--- src/rtl/pwr_seq_pkg.sv ---
package pwr_seq_pkg;

    typedef enum logic [2:0] {
        PS_OFF   = 3'd0,
        PS_DEEP  = 3'd1,
        PS_SLEEP = 3'd2,
        PS_WAKE  = 3'd3,
        PS_ON    = 3'd4,
        PS_DRAIN = 3'd5
    } pwr_state_e;

    localparam int NWAKE   = 4;
    localparam int WK_MAC  = 0;
    localparam int WK_HOST = 1;
    localparam int WK_RTC  = 2;
    localparam int WK_EXT  = 3;

endpackage

--- src/rtl/pwr_wake_hold.sv ---
module pwr_wake_hold #(
    parameter int NSRC = 4
) (
    input  logic            clk,
    input  logic            rst_n,
    input  logic            capture,
    input  logic            clear,
    input  logic [NSRC-1:0] src,
    output logic [NSRC-1:0] held
);

    always_ff @(posedge clk or negedge rst_n) begin
        if (!rst_n) begin
            held <= '0;
        end else if (clear) begin
            held <= '0;
        end else if (capture) begin
            held <= held | src;
        end
    end

endmodule

--- src/rtl/pwr_settle_timer.sv ---
module pwr_settle_timer #(
    parameter int CNT_W = 8
) (
    input  logic             clk,
    input  logic             rst_n,
    input  logic             run,
    input  logic [CNT_W-1:0] limit,
    output logic             done
);

    logic [CNT_W-1:0] cnt_q;

    always_ff @(posedge clk or negedge rst_n) begin
        if (!rst_n) begin
            cnt_q <= '0;
        end else if (!run) begin
            cnt_q <= '0;
        end else if (cnt_q != limit) begin
            cnt_q <= cnt_q + 1'b1;
        end
    end

    assign done = run && (cnt_q == limit);

endmodule

--- src/rtl/pwr_clk_gate.sv ---
module pwr_clk_gate #(
    parameter int NBLK = 4
) (
    input  logic            open_all,
    input  logic [NBLK-1:0] ctrl,
    output logic [NBLK-1:0] clk_en
);

    for (genvar b = 0; b < NBLK; b++) begin : g_blk
        assign clk_en[b] = open_all & ctrl[b];
    end

endmodule

--- src/rtl/pwr_fsm.sv ---
module pwr_fsm
    import pwr_seq_pkg::*;
(
    input  logic       clk,
    input  logic       rst_n,
    input  logic       chip_en,
    input  logic       sleep_req,
    input  logic       sleep_deep,
    input  logic       wake_any,
    input  logic       wake_deep_ok,
    input  logic       settle_done,
    output pwr_state_e state,
    output logic       rtc_en,
    output logic       main_pwr_en,
    output logic       xtal_en,
    output logic       pll_en,
    output logic       regs_clr,
    output logic       clk_open
);

    pwr_state_e state_q, state_d;
    logic       deep_q;

    // next-state decision
    always_comb begin
        state_d = state_q;
        if (!chip_en) begin
            state_d = PS_OFF;
        end else begin
            unique case (state_q)
                PS_OFF:   state_d = PS_WAKE;
                PS_WAKE:  if (settle_done) state_d = PS_ON;
                PS_ON:    if (sleep_req) state_d = PS_DRAIN;
                PS_DRAIN: state_d = deep_q ? PS_DEEP : PS_SLEEP;
                PS_SLEEP: if (wake_any) state_d = PS_WAKE;
                PS_DEEP:  if (wake_deep_ok) state_d = PS_WAKE;
                default:  state_d = PS_OFF;
            endcase
        end
    end

    // state register
    always_ff @(posedge clk or negedge rst_n) begin
        if (!rst_n) begin
            state_q <= PS_OFF;
            deep_q  <= 1'b0;
        end else begin
            state_q <= state_d;
            if (state_q == PS_ON && sleep_req) begin
                deep_q <= sleep_deep;
            end
        end
    end

    // outputs per state
    always_comb begin
        rtc_en      = 1'b0;
        main_pwr_en = 1'b0;
        xtal_en     = 1'b0;
        pll_en      = 1'b0;
        regs_clr    = 1'b0;
        clk_open    = 1'b0;
        unique case (state_q)
            PS_OFF:   regs_clr = 1'b1;
            PS_DEEP:  rtc_en   = 1'b1;
            PS_SLEEP: begin
                rtc_en      = 1'b1;
                main_pwr_en = 1'b1;
            end
            PS_WAKE, PS_DRAIN: begin
                rtc_en      = 1'b1;
                main_pwr_en = 1'b1;
                xtal_en     = 1'b1;
                pll_en      = 1'b1;
            end
            PS_ON: begin
                rtc_en      = 1'b1;
                main_pwr_en = 1'b1;
                xtal_en     = 1'b1;
                pll_en      = 1'b1;
                clk_open    = 1'b1;
            end
            default:  regs_clr = 1'b1;
        endcase
    end

    assign state = state_q;

endmodule

--- src/rtl/pwr_seq_ctrl.sv ---
module pwr_seq_ctrl
    import pwr_seq_pkg::*;
#(
    parameter int NBLK  = 4,
    parameter int CNT_W = 8
) (
    input  logic             clk,
    input  logic             rst_n,
    input  logic             chip_en,
    input  logic             sleep_req,
    input  logic             sleep_deep,
    input  logic             wake_mac,
    input  logic             wake_host,
    input  logic             wake_rtc,
    input  logic             wake_ext,
    input  logic [CNT_W-1:0] settle_cycles,
    input  logic [NBLK-1:0]  clk_ctrl,
    output logic             rtc_en,
    output logic             main_pwr_en,
    output logic             xtal_en,
    output logic             pll_en,
    output logic             regs_clr,
    output logic [NBLK-1:0]  blk_clk_en,
    output logic [2:0]       pwr_state
);

    pwr_state_e       state;
    logic [NWAKE-1:0] wk_src, wk_held, wk_all;
    logic             settle_done, clk_open;

    assign wk_src[WK_MAC]  = wake_mac;
    assign wk_src[WK_HOST] = wake_host;
    assign wk_src[WK_RTC]  = wake_rtc;
    assign wk_src[WK_EXT]  = wake_ext;
    assign wk_all          = wk_src | wk_held;

    pwr_wake_hold #(.NSRC(NWAKE)) i_hold (
        .clk     (clk),
        .rst_n   (rst_n),
        .capture (state == PS_DRAIN),
        .clear   (state == PS_WAKE || state == PS_OFF),
        .src     (wk_src),
        .held    (wk_held)
    );

    pwr_settle_timer #(.CNT_W(CNT_W)) i_timer (
        .clk   (clk),
        .rst_n (rst_n),
        .run   (state == PS_WAKE),
        .limit (settle_cycles),
        .done  (settle_done)
    );

    pwr_fsm i_fsm (
        .clk          (clk),
        .rst_n        (rst_n),
        .chip_en      (chip_en),
        .sleep_req    (sleep_req),
        .sleep_deep   (sleep_deep),
        .wake_any     (|wk_all),
        .wake_deep_ok (wk_all[WK_RTC] | wk_all[WK_EXT]),
        .settle_done  (settle_done),
        .state        (state),
        .rtc_en       (rtc_en),
        .main_pwr_en  (main_pwr_en),
        .xtal_en      (xtal_en),
        .pll_en       (pll_en),
        .regs_clr     (regs_clr),
        .clk_open     (clk_open)
    );

    pwr_clk_gate #(.NBLK(NBLK)) i_gate (
        .open_all (clk_open),
        .ctrl     (clk_ctrl),
        .clk_en   (blk_clk_en)
    );

    assign pwr_state = state;

endmodule

--- config.mk ---
export PLATFORM = sky130hd
export DESIGN_NAME = pwr_seq_ctrl
export DESIGN_NICKNAME = d
export VERILOG_FILES = /design/src/rtl/pwr_seq_pkg.sv /design/src/rtl/pwr_wake_hold.sv /design/src/rtl/pwr_settle_timer.sv /design/src/rtl/pwr_clk_gate.sv /design/src/rtl/pwr_fsm.sv /design/src/rtl/pwr_seq_ctrl.sv
export SDC_FILE = /design/constraint.sdc
export NUM_CORES = 1
export LEC_CHECK = 0
export BUFFER_PORTS_ARGS = -buffer_cell sky130_fd_sc_hd__buf_2
export CAP_MARGIN = 20
export CORE_MARGIN = 10
export CORE_UTILIZATION = 25
export DETAILED_ROUTE_END_ITERATION = 10
export SLEW_MARGIN = 10
export SYNTH_ARGS = -nofsm -noshare
export SYNTH_HDL_FRONTEND = slang
export SYNTH_SLANG_ARGS = --single-unit
--- constraint.sdc ---
create_clock -name clk -period 2.9 [get_ports clk]
set_input_delay 0.145 -clock clk [delete_from_list [all_inputs] [get_ports clk]]
set_output_delay 0.145 -clock clk [all_outputs]
set_load 0.005 [all_outputs]
==> results.md <==
* Residual DRC at 0
* Fill cells at around 450
* WP data required at 2.76 ns
* Share of cells above drive strength 1 at 0.2848
* Setup TNS at 0 ns
* Critical-path top delay cell: nor3_1
* Flop and latch count out of synthesis at 16
* Drt total wl at around 2800 um
* Max-cap violations at 0
* Final Max Slew Viols at 0
* Die Height at between 80 and 90 um
* Hold_buf cts at 1
* Initial DRC count at 75
* Area of the core region at approximately 0.0041 mm2
* Worst-Skew Late Latency at 0.26 ns
* Status: completed
* Worst VDD drop at 0.0002007 V
* Ant. Diodes at 0
* Period Utilization, post-route at 0.6225
* Hold WC Path Type: in -> reg
* # nets final at approximately 170
* Worst Clk Skew at 0.003842 ns
* TritonCTS Sinks at 16
* RSZ-0062 raised after global routing: false
* DRT Pass-1 Iters at 5
* Largest net degree at the start of global routing at 17
* Grt ovf at 0
* Post-Syn Area per Cell at 8.882 um2
* Warnings, synthesis at 0
* Cts repair resizes at 0
* Synth area leaders: dfrtp_1 (37%), xnor2_1 (6.5%), nand2_1 (5.2%)
* Area grow syn2layout at 22.58%
* Post-synthesis instance total at 121
* Commonest cells post-synth: dfrtp_1 (16), nand2_1 (15), o21ai_0 (11)
* Mapped cell area at 0.001075 mm2
* Worst stage delay on the critical path at 0.47 ns
* Count of unique library cells instantiated by Yosys at 36
* Via total after detailed routing at 983
* Tmin final at 1.805 ns
* Crit. End Element: output pin
* Ys async rst share at 1.000
* CTS Buffer Depth at 2
* Gp weighted congestion at 0.7459
* Crit Path Max Fanout at 10
* Power per cell area at around 430 mW/mm2
* Wire per inst at roughly 14 um
* Worst path cell trace: inv_1 > nor3_1 > and2_1 > buf_2
* I/O Pins at 33
* Number of failing hold endpoints at the final stage at 0
* Vias in the first global route at approximately 1.0k
* Setup bufs post-CTS at 0
* Leak Pwr at 0.5629 nW
* Area leader, netlist: dfrtp_1
* # port buffers at 32
* Global-route wire length before repair at ~4700 um
* Worst EP arrival at 1.66 ns
* EDFF count, synth at 0
* Via-to-Cell Ratio at 4.891
* Slew headroom at 0.6751
* Starting Density at 0.2630
* Most frequent cell after synthesis: dfrtp_1
* Synth top area share at 0.3725
* Detailed placer's ending HPWL at roughly 2100 um
* Antenna viol nets, final at 0
* Sequential area share after synthesis at 0.3725
* Syn nets at ~140
* Startpoint types: flop
* Reg clk slew, reported paths at 0.07 ns
* DIE WIDTH at 85.57 um
* FMAX at approximately 0.55 GHz
* Setup-failing EPs final at 0
* CTS tree: yes
* Cts bufs inserted at 3
* Initial antenna violation count at 0
* Setup CP Type: reg -> out
* Total GRT Usage at 0.07738
* Synth Flop Type: dfrtp_1
* Total power at approximately 0.00057 W
* WP buf/inv at 2
* Root buffer cell: clkbuf_8
* H-tree Lvls at 1
* Die area at 0.007321 mm2
* Cell Rows at 23
* Slew @ Worst Pin at just under 0.5 ns
* CP delay by family, top: simple AND/OR/NAND/NOR gates
layer usage:
layer	up-vias	routed length (um)	global-route usage
met1	451	1343	0.09438
met3	4	237	0.03974
met2	28	1155	0.1178
li1	500	-	-
met5	-	0	0
met4	0	21	0.01796
flip-flops by register name, indices dropped and copies added (netlist names):
name / flops
i_fsm.deep_q: 1
i_fsm.state: 3
i_hold.held: 4
i_timer.cnt_q: 8
cells by family after synthesis:
logic type / synth area share
xor+xnor: 0.07335
simple gates: 0.2352
buf+inv: 0.04888
mux: 0.03842
flops: 0.3725
compound gates: 0.2200
fa+ha+maj: 0.01164
final timing paths:
path                                                 start                           end  slack (ns)  cells after the start
worst max register to register  i_fsm.state[1]$_DFFE_PN0P_    i_fsm.state[1]$_DFFE_PN0P_        1.25                      4
worst max-delay path            i_fsm.state[2]$_DFFE_PN0P_                 blk_clk_en[1]        1.09                      4
min in group asynchronous                            rst_n  i_timer.cnt_q[3]$_DFFE_PN0P_        0.33                      2
worst min-delay path                            sleep_deep      i_fsm.deep_q$_DFFE_PN0P_        0.11                      2
worst min register to register  i_hold.held[2]$_DFFE_PN0P_    i_hold.held[2]$_DFFE_PN0P_        0.51                      2
max in group asynchronous                            rst_n  i_timer.cnt_q[2]$_DFFE_PN0P_        2.30                      2
per-stage QoR:
step                      hold slack, ns  setup WS [ns]    util  instances  instance area (um2)
after CTS                         0.1110          1.043  0.3224        201                 1318
after detailed placement         0.09624          1.267  0.3065        196                 1252
final                             0.1128          1.095  0.3224        201                 1318
after global placement           0.08638          1.306  0.3065        196                 1252
after floorplan                  -0.1506          1.380       -        121                 1075
after global routing              0.1231         0.8396  0.3224        201                 1318
placed cells by master (no fill, tap or decap), types with 2 or more instances in the layout:
cell and n:
xnor2_1 8, a21boi_0 2, nand4_1 4, and2_1 5, a211oi_1 2, buf_2 32, a2111o_1 3, nor3_1 4
o21ai_0 11, mux2i_1 3, or2_2 2, o211ai_1 3, nand2b_1 3, nand3_1 3, nor4_1 2, a21oi_1 10
inv_1 2, nor2b_1 3, clkbuf_8 4, nand2_1 15, dfrtp_1 16
power breakdown:
| group | internal, W | total, W | switching [W] |
|---|---|---|---|
| logic | 0.0000506 | 0.000111 | 0.0000599 |
| clock network | 0.000121 | 0.000211 | 0.0000899 |
| registers | 0.000230 | 0.000247 | 0.0000168 |
area by class of cell:
class,count,area (um2),share of cell area
Tap cell,50,62.56,0.04748
Multi-Input combinational cell,96,621.8,0.4720
Timing Repair Buffer,33,170.2,0.1292
Sequential cell,16,400.4,0.3039
Clock buffer,4,55.05,0.04179
Inverter,2,7.507,0.005698
No activity file was read; power rests on OpenSTA's default activity.
